==> src/rtl/tick_timer.sv <==
module tick_timer #(
  parameter int CNT_W  = 16,
  parameter int DATA_W = 32,
  parameter int PRE_W  = 15
) (
  input  logic              clk,
  input  logic              rst_n,
  input  logic              ref_en,
  input  logic              wr_en,
  input  logic [1:0]        addr,
  input  logic [DATA_W-1:0] wdata,
  output logic [DATA_W-1:0] rdata,
  output logic              tick_irq
);
  localparam logic [1:0] A_CTRL = 2'd0;
  localparam logic [1:0] A_CNT  = 2'd1;
  localparam logic [1:0] A_PEND = 2'd2;
  localparam logic [1:0] A_LIVE = 2'd3;

  logic [PRE_W-1:0] pre_q;
  logic [3:0]       sel_q;
  logic             run_q;
  logic [CNT_W-1:0] cnt_q;
  logic [CNT_W-1:0] cur_q;
  logic             pend_q;

  logic [PRE_W-1:0] tap_mask;
  logic             strobe;
  logic             wr_ctrl, wr_cnt, wr_pend;
  logic             start;
  logic             fire;

  assign wr_ctrl  = wr_en && addr == A_CTRL;
  assign wr_cnt   = wr_en && addr == A_CNT;
  assign wr_pend  = wr_en && addr == A_PEND;
  assign start    = wr_ctrl && wdata[8] && !run_q;

  assign tap_mask = PRE_W'((32'd1 << sel_q) - 32'd1);
  assign strobe   = ref_en && &(pre_q | ~tap_mask);
  assign fire     = run_q && strobe && !start && cur_q == CNT_W'(1);

  always_ff @(posedge clk) begin
    if (!rst_n)      pre_q <= '0;
    else if (ref_en) pre_q <= pre_q + PRE_W'(1);
  end

  always_ff @(posedge clk) begin
    if (!rst_n) begin
      run_q <= 1'b0;
      sel_q <= '0;
    end else if (wr_ctrl) begin
      run_q <= wdata[8];
      sel_q <= wdata[7:4];
    end
  end

  always_ff @(posedge clk) begin
    if (!rst_n)      cnt_q <= '0;
    else if (wr_cnt) cnt_q <= wdata[CNT_W-1:0];
  end

  always_ff @(posedge clk) begin
    if (!rst_n)
      cur_q <= '0;
    else if (start)
      cur_q <= cnt_q;
    else if (run_q && strobe) begin
      if (cur_q <= CNT_W'(1)) cur_q <= cnt_q;
      else                    cur_q <= cur_q - CNT_W'(1);
    end
  end

  always_ff @(posedge clk) begin
    if (!rst_n)                      pend_q <= 1'b0;
    else if (fire)                   pend_q <= 1'b1;
    else if (wr_pend && wdata[0])    pend_q <= 1'b0;
  end

  assign tick_irq = pend_q;

  always_comb begin
    rdata = '0;
    unique case (addr)
      A_CTRL: rdata = DATA_W'({run_q, sel_q, 4'b0000});
      A_CNT:  rdata = DATA_W'(cnt_q);
      A_PEND: rdata = DATA_W'(pend_q);
      A_LIVE: rdata = DATA_W'(cur_q);
      default: rdata = '0;
    endcase
  end

  AST_PEND_STICKY: assert property (@(posedge clk) disable iff (!rst_n)
    pend_q && !(wr_pend && wdata[0]) |=> pend_q);

  AST_CLEAR_ONE: assert property (@(posedge clk) disable iff (!rst_n)
    wr_pend && wdata[0] && !(run_q && strobe) |=> !pend_q);

  AST_STOP_HOLD: assert property (@(posedge clk) disable iff (!rst_n)
    !run_q && !wr_ctrl |=> $stable(cur_q));

  AST_START_LOAD: assert property (@(posedge clk) disable iff (!rst_n)
    start |=> cur_q == $past(cnt_q));

  AST_ZERO_QUIET: assert property (@(posedge clk) disable iff (!rst_n)
    cnt_q == '0 && cur_q == '0 && !pend_q |=> !pend_q);

  AST_FIRE_RELOAD: assert property (@(posedge clk) disable iff (!rst_n)
    $rose(pend_q) |-> cur_q == $past(cnt_q));

  AST_STEP_DOWN: assert property (@(posedge clk) disable iff (!rst_n)
    run_q && strobe && !wr_ctrl && cur_q > CNT_W'(1) |=> cur_q == $past(cur_q) - CNT_W'(1));
endmodule

==> config.mk <==
export PLATFORM = sky130hd
export DESIGN_NAME = tick_timer
export DESIGN_NICKNAME = d
export VERILOG_FILES = /design/src/rtl/tick_timer.sv
export SDC_FILE = /design/constraint.sdc
export NUM_CORES = 1
export LEC_CHECK = 0
export ABC_CLOCK_PERIOD_IN_PS = 2760
export BUFFER_PORTS_ARGS = -buffer_cell sky130_fd_sc_hd__buf_4
export CORE_MARGIN = 4
export CORE_UTILIZATION = 50
export CTS_CLUSTER_SIZE = 20
export DETAILED_ROUTE_END_ITERATION = 10
export PLACE_DENSITY = 0.85
export SLEW_MARGIN = 20
export SYNTH_ARGS = -nofsm -noshare
export SYNTH_HDL_FRONTEND = slang
export SYNTH_SLANG_ARGS = --single-unit
==> constraint.sdc <==
create_clock -name clk -period 2.76 [get_ports clk]
set_clock_uncertainty 0.05 [all_clocks]
set_input_delay 0.138 -clock clk [delete_from_list [all_inputs] [get_ports clk]]
set_output_delay 0.138 -clock clk [all_outputs]
set_load 0.005 [all_outputs]
### Word level (Yosys, flattened, before mapping)

Cells that the tools add are included.

| storage, ports and cells | value |
|---|---|
| logic and storage cells | 39 |
| bits in registers | 53 |
| output and inout port bits | 33 |

| cells by class | value |
|---|---|
| shift operators | 1 |
| eq/ne operators | 4 |
| add/subtract/negate cells | 3 |
| order comparisons | 1 |
| mux-type cells | 6 |
| reduce and logical (&&, ||, !) cells | 16 |
| bitwise logic cells | 2 |

Operators by type and width:

| cell | number |
|---|---|
| case mux 32 bit (4 select lines) | 1 |
| 2-to-1 mux 16 bit | 3 |
| == test 16 x 1 -> 1 bit, second input constant | 1 |
| less-or-equal comparator 16 x 1 -> 1 bit, second input constant | 1 |
| subtractor 16 x 1 -> 16 bit, second input constant | 1 |
| adder 15 x 1 -> 15 bit, second input constant | 1 |
| NOT 15 bit | 1 |
| bitwise OR 15 bit | 1 |
| AND reduction 15 bit | 1 |
| << shifter 1 x 4 -> 15 bit, first input constant | 1 |
| subtractor 15 x 1 -> 15 bit, second input constant | 1 |
| logical AND 1 bit | 10 |
| == test 2 bit, second input constant | 2 |
| nonzero test 2 bit | 2 |
| == test 2 x 1 -> 1 bit, second input constant | 1 |
| logical NOT 1 bit | 2 |
| logical NOT 2 bit | 1 |
| 2-to-1 mux 1 bit | 2 |

### Logic depth before layout (Yosys ltp)

Gate-level depths: netlist of run 1.

| logic depth | value |
|---|---|
| depth in word-level cells | 10 |
| mapped depth | 12 |
| gate-level depth less buffers | 10 |

### Least setup slack after synthesis of run 1

OpenSTA, ideal clock, no wires.

| timing | value |
|---|---|
| path type | flip-flop to flip-flop |
| start | register sel_q[0] |
| end | register cur_q[10] |
| arrival time | 2.512 ns |
| setup time | 0.117 ns |
| slack | 0.081 ns |
| required time | 2.593 ns |
| cell stages (with the launch flop) | 12 |
| period minus slack after synthesis | 2.679 ns |
| cells stage by stage | dfxtp_1 > buf_2 > nand3b_1 > ha_1 > clkbuf_8 > a21oi_1 > a211oi_1 > or4b_4 > nor3_4 > buf_6 > o21ai_0 > a32o_1 |

| between the ends | value |
|---|---|
| longest elaborated chain between the ends | 8 |

Ends and longest elaborated chain:

| element | line | text |
|---|---|---|
| from (decl) | 21 | `logic [3:0] sel_q;` |
| from (signal assigned) | 53 | `sel_q <= wdata[7:4];` |
| << shifter 1 x 4 -> 15 bit | 38 | `assign tap_mask = PRE_W'((32'd1 << sel_q) - 32'd1);` |
| subtractor 15 x 1 -> 15 bit | 38 |  |
| NOT 15 bit | 39 | `assign strobe = ref_en && &(pre_q \| ~tap_mask);` |
| bitwise OR 15 bit | 39 |  |
| AND reduction 15 bit | 39 |  |
| logical AND 1 bit | 39 |  |
| logical AND 1 bit | 67 | `else if (run_q && strobe) begin` |
| nonzero test 2 bit (no line) | - |  |
| to (signal assigned) | 66 | `cur_q <= cnt_q;` |
| to (signal assigned) | 68 | `if (cur_q <= CNT_W'(1)) cur_q <= cnt_q;` |
| to (signal assigned) | 69 | `else cur_q <= cur_q - CNT_W'(1);` |
| to (decl) | 24 | `logic [CNT_W-1:0] cur_q;` |

Every way passes these cells.
A chain may end at the register's enable or synchronous reset.

### Final worst setup path of run 1

| timing | value |
|---|---|
| start | register sel_q[1] |
| end | register cur_q[0] |

Same word-level chain as after synthesis.

==> results of run 1 <==
==> cells in the mapped netlist (2+ instances only) <==
cell type,number
or3_1,3
mux2_2,6
a22o_1,5
and3_2,3
mux2i_1,13
o2111ai_1,2
a32oi_1,2
nand4_1,6
ha_1,4
inv_1,9
xor2_1,5
and3_1,8
buf_2,4
nor3_1,12
o41ai_1,4
o31ai_1,5
a32o_1,8
and2_1,16
nand3_1,15
nand2b_1,3
o22ai_1,5
nand2_1,74
nor3b_1,3
o21ai_0,20
clkbuf_1,15
nor4_1,4
nor4b_1,2
nand3b_1,3
clkbuf_8,4
nor2b_1,14
buf_6,2
nor2_1,13
o21ai_2,2
a21oi_1,8
dfxtp_1,53
buf_4,17
a21boi_0,24
xnor2_1,11
==> where the power goes <==
part           switching (mW)  internal (mW)
sequential             0.0239          0.786
combinational           0.287          0.180
clock                   0.266          0.360
==> worst min-delay path by stage <==
stage	endpoint	slack, ps	from	depth (start not counted)
6_report	cnt_q[14]	20	wdata[14]	3
5_1_grt	cnt_q[5]	30	wdata[5]	3
4_1_cts	cnt_q[4]	20	wdata[4]	3
3_5_place_dp	cnt_q[14]	360	wdata[14]	3
3_3_place_gp	cnt_q[13]	350	wdata[13]	3
2_1_floorplan	cnt_q[10]	230	wdata[10]	2
==> kinds of logic after synthesis <==
group	Yosys count	share of synthesized area (%)
other cells	1	0.108
fa+ha+maj	4	1.44
mux	19	5.68
compound gates	98	20.7
buf+inv	52	9.17
flops	53	30.5
xor+xnor	16	4.03
simple gates	188	28.4
==> cell type report <==
class | count | area (um2)
tap | 96 | 120
inverter | 10 | 37.5
clock inverter | 3 | 65.1
fill | 582 | 2880
clock buffer | 5 | 68.8
timing repair buffer | 51 | 390
sequential | 53 | 1060
multi-input combinational | 341 | 2170
==> sequential cells by signal, summed over array words and instances (netlist names) <==
name / flops
cnt_q: 16
cur_q: 16
pre_q: 15
sel_q: 4
run_q: 1
tick_irq: 1
==> worst max-delay path: stages (launching register included) <==
cell      delay, ps
dfxtp_1         330
nor2_2          160
nand3b_1        110
ha_2            210
buf_4           180
a21oi_1         140
a211oi_1         70
or4b_4          580
nor3_4          170
buf_4           170
mux2i_1          70
o31a_1          290
==> through the flow <==
stage	hold slack [ps]	worst slack, ps	instances	TNS [ps]	util, %
after global routing	29.6	6.97	559	0	57.6
after CTS	22.8	20.7	559	0	57.3
after global placement	351	138	551	0	55.3
after floorplan	233	81.1	446	0	-
final	24.9	120	559	0	57.6
after detailed placement	363	-23.0	551	-81.8	55.3
==> per-layer routing <==
layer	global-route usage (%)	up-vias	share of wire, %
met4	9.42	0	2.5
met3	3.73	17	8.3
met1	27.2	1485	44
li1	-	1557	-
met2	30.3	143	45
met5	0	-	0
==> timing repair <==
item / CTS / global route
pin swaps: 0 / 3
resized for setup: 1 / 6
setup endpoints to repair: 10 / 16
hold endpoints to repair: 0 / 0
==> flow_summary_export.csv, run 1 <==
group,metric,value,unit
cells_and_area,drive_above_1_share,18.6,%
flow_run,cap_violations,0,
worst_setup_path,crit_end,"cur_q[0]",
global_routing,antenna_found_initial,0,
cts,htree_levels,2,
sta,worst_pin_slew,698,ps
cts,cts_buffers,5,
global_routing,grt_first_pass_wirelength,13.8,mm
worst_setup_path,crit_path_end_kind,"flip-flop",
synth,synth_area_per_cell,8.08,um2
synth,synth_ff_type,"dfxtp_1",
worst_setup_path,crit_fanout,11,
placement,dpl_cell_area,3760,um2
cts,clk_latency,320,ps
floorplanning,die_area,8360,um2
route,wl_per_cell,15.2,um
pwr,leakagePower,1.53,nW
cts,clockBufferDepth,2,
route,drtPass1Iterations,5,
cts,clock_tree.root_cell,"clkbuf_8",
cts,path_clk_slew,90,ps
sta,timing.fmax,0.379,GHz
route,first_iter_violations,361,
floorplanning,fp.dieW,91.4,um
placement,hpwl,5.98,mm
route,ant_nets,0,
floorplanning,start_util,51.2,%
cells_and_area,nets,504,
cts,clkSinkCount,53,
worst_setup_path,r2r-end,"cur_q[0]",
global_routing,grt_overflow,0,
synth,synth_area,3480,um2
cts,cts_tree,"built",
floorplanning,die_h,91.4,um
synth,synthTopCellsByArea,"dfxtp_1, nand2_1, a21boi_0, mux2i_1, buf_4",
worst_setup_path,critical_path_arrival,2800,ps
placement,gp_congestion,0.907,
worst_setup_path,setup.worst_path.class,"flip-flop to flip-flop",
worst_setup_path,required,2920,ps
pwr,powerDensity,486,nW/um2
sta,period_share,95.6,%
synth,async_flop_share,0,%
synth,synth_top_area_cell,"dfxtp_1",
global_routing,track_usage,20.0,%
floorplanning,num_rows,30,
global_routing,grt_pass1_vias,2923,
floorplanning,ioPinCount,71,
synth,ys_types,62,
worst_setup_path,critical_path.startpoint,"sel_q[1]",
pwr,total_power,1.90,mW
worst_setup_path,start_kind,"flip-flop",
worst_setup_path,reg2reg_setup_slack,120,ps
outcome,status,"finished clean",
pwr,peakVddDrop,0.356,mV
synth,syn_inst,431,
cells_and_area,final_cell_mix,"nand2_1, dfxtp_1, buf_4",
sta,rsz0062_at_grt,"false",
synth,synth_top_area_share,30.5,%
cells_and_area,synthToLayoutAreaGrowth,12.4,%
placement,port_buffers,38,
sta,period_needed,2640,ps
synth,synth-edff-count,0,
synth,synth_seq_cells,53,
cts,ctsHoldBuffers,0,
sta,relSlewSlack,53.3,%
sta,slew_viol_final,0,
sta,finalHoldViolCount,0,
route,remaining_drc_errors,0,
route,vias,3202,
synth,yosys_warnings,0,
worst_setup_path,ff2ff_path_depth,11,
route,routed_via_density,5.73,
cts,cts_setup_buffers,0,
cells_and_area,antenna_cells,0,
cells_and_area,final_common_cell,"nand2_1",
sta,setup_viol,0,
worst_setup_path,reg2reg_from,"sel_q[1]",
floorplanning,core-area,6790,um2
synth,ys_seq_area_share,30.5,%
cells_and_area,fin_area,3910,um2
min_path,hold_path_class,"input port to flip-flop",
global_routing,grt_start_max_net_pins,67,
route,routed_wl,8.52,mm
Note: power is estimated with default switching activity, not from simulation.
==> inputs of run 2 (changes only) <==
--- a/config.mk
+++ b/config.mk
@@ -11,6 +11,7 @@
 export CORE_UTILIZATION = 50
 export CTS_CLUSTER_SIZE = 20
 export DETAILED_ROUTE_END_ITERATION = 10
+export HOLD_SLACK_MARGIN = 0.15
 export PLACE_DENSITY = 0.85
 export SLEW_MARGIN = 20
 export SYNTH_ARGS = -nofsm -noshare
==> run 2 against run 1 <==
  * Critical endpoint unchanged
  * Combinational power increased by 4%
  * Non-clock buffer count is 17 higher
  * First-iteration DRC count up 11%
  * Largest cell class unchanged
  * Sequential power barely moved
  * Hold slack better by 160 ps
  * Register-to-register slack hardly changed
  * Via count is 3.2% higher
  * Critical path depth unchanged
  * Setup slack improved by 1.5 ps
  * Clock power about the same
  * Sequential share of layout area shrank 1.1 points
==> flow_summary_export.csv, run 2 (same netlist as run 1, synthesis figures left out) <==
group,metric,value,unit
outcome,status,"finished clean",
cells_and_area,drive_above_1_share,17.9,%
route,ant_nets,0,
global_routing,top_usage_layer,"met2",
cells_and_area,nFillCells,554,
worst_setup_path,start_kind,"flip-flop",
route,routed_via_density,5.74,
cts,cts_buffers,5,
sta,slew_viol_final,0,
min_path,hold_depth,4,
cells_and_area,final_cell_mix,"nand2_1, dfxtp_1, buf_4",
worst_setup_path,slowest_stage,"or4b_4",
cells_and_area,synthToLayoutAreaGrowth,17.3,%
worst_setup_path,crit_path_end_kind,"flip-flop",
route,vias,3306,
floorplanning,num_rows,30,
cells_and_area,antenna_cells,0,
cts,clockBufferDepth,2,
global_routing,use_met1,27.7,%
sta,setup_viol,0,
sta,period_share,95.6,%
cts,htree_levels,2,
global_routing,track_usage,20.5,%
route,remaining_drc_errors,0,
cts,clkSinkCount,53,
pwr,peakVddDrop,0.358,mV
global_routing,use_met3,3.98,%
route,first_iter_violations,400,
worst_setup_path,crit_fanout,11,
flow_run,cap_violations,0,
route,wl_per_cell,15.2,um
cts,clk_latency,320,ps
global_routing,grt_start_max_net_pins,67,
worst_setup_path,critical-path-top-delay-family,"simple AND/OR/NAND/NOR gates",
sta,finalHoldViolCount,0,
cells_and_area,largestRegisters,"cnt_q: 16 flops, cur_q: 16 flops, pre_q: 15 flops",
worst_setup_path,crit_chain,"nor2_2 > nand3b_1 > ha_2 > buf_4 > a21oi_1 > a211oi_1 > or4b_4 > nor3_4 > buf_4 > mux2i_1 > o31a_1",
sta,relSlewSlack,52.1,%
placement,port_buffers,38,
worst_setup_path,cp_num_buf_inv,2,
worst_setup_path,critical_path_arrival,2800,ps
route,routed_wl,8.73,mm
sta,period_needed,2640,ps
global_routing,grt_overflow,0,
sta,tns,0,ps
worst_setup_path,reg2reg_setup_slack,120,ps
pwr,leakagePower,1.60,nW
cts,path_clk_slew,90,ps
floorplanning,core-area,6790,um2
cells_and_area,nets,521,
floorplanning,ioPinCount,71,
worst_setup_path,cp.depth,11,
cts,clock_tree.root_cell,"clkbuf_8",
floorplanning,die_h,91.4,um
placement,hpwl,5.98,mm
sta,worst_pin_slew,716,ps
sta,timing.fmax,0.379,GHz
min_path,hold_path_class,"input port to flip-flop",
placement,gp_congestion,0.907,
sta,rsz0062_at_grt,"false",
floorplanning,die_area,8360,um2
global_routing,grt_first_pass_wirelength,14.2,mm
worst_setup_path,cp_slowest_stage_delay,580,ps
cells_and_area,finish.utilization,60.1,%
floorplanning,start_util,51.2,%
pwr,powerDensity,471,nW/um2
route,drtPass1Iterations,6,
worst_setup_path,ff2ff_path_depth,11,
floorplanning,fp.dieW,91.4,um
cts,cts_tree,"built",
worst_setup_path,setup.worst_path.class,"flip-flop to flip-flop",
global_routing,grt_pass1_vias,3027,
global_routing,use_met2,31.5,%
cells_and_area,final_common_cell,"nand2_1",
worst_setup_path,cp_common_cell,"buf_4",
global_routing,antenna_found_initial,0,
worst_setup_path,required,2920,ps
==> run 2: final cells by class <==
class	count	area [um2]	share of cell area, %
tap	96	120	2.94
sequential	53	1060	26.0
clock inverter	3	65.1	1.59
inverter	10	37.5	0.919
multi-input combinational	341	2170	53.1
clock buffer	5	68.8	1.69
timing repair buffer	68	561	13.7
==> run 2: worst paths after layout <==
kind	start	end
setup / recovery	sel_q[1]	cur_q[0]
hold / removal	wr_en	tick_irq
setup reg to reg	sel_q[1]	cur_q[0]
hold reg to reg	cnt_q[11]	cnt_q[11]
==> run 2: per-stage QoR <==
| step | hold WS, ps | setup slack [ps] | instances | instance area [um2] | power (mW) |
|---|---|---|---|---|---|
| 2_1_floorplan | 233 | 81.1 | 446 | 3540 | 1.19 |
| 3_3_place_gp | 351 | 138 | 551 | 3760 | 1.26 |
| 3_5_place_dp | 363 | -23.0 | 551 | 3760 | 1.28 |
| 4_1_cts | 182 | 20.7 | 576 | 4070 | 1.92 |
| 5_1_grt | 233 | 7.40 | 576 | 4080 | 2.01 |
| 6_report | 188 | 122 | 576 | 4080 | 1.92 |
==> run 2: worst register-to-register path, stage by stage (launching register included) <==
cell,delay [ps]
dfxtp_1,330
nor2_2,160
nand3b_1,110
ha_2,210
buf_4,180
a21oi_1,140
a211oi_1,70
or4b_4,580
nor3_4,170
buf_4,170
mux2i_1,70
o31a_1,290
==> run 2: timing repair <==
item                                    CTS  global route
buffers inserted                          0             0
hold buffers                             17             0
endpoints found under the setup margin   10            16
resized for setup                         1             6
pin swaps                                 0             3
hold endpoints to repair                 24             0
==> run 2: power by group <==
group | internal, mW | total [mW] | leakage [nW] | switching [mW]
Clock | 0.360 | 0.628 | 0.0681 | 0.267
Combinational | 0.195 | 0.486 | 1.10 | 0.291
Sequential | 0.786 | 0.810 | 0.430 | 0.0240
Total | 1.34 | 1.92 | 1.60 | 0.582
==> run 2: layer usage <==
| metal | vias to the layer above | wire length (um) | share of wire, % |
|---|---|---|---|
| met5 | - | 0 | 0 |
| met4 | 0 | 233 | 2.7 |
| met3 | 19 | 768 | 8.8 |
| met2 | 161 | 4000 | 46 |
| met1 | 1529 | 3730 | 43 |
| li1 | 1597 | - | - |
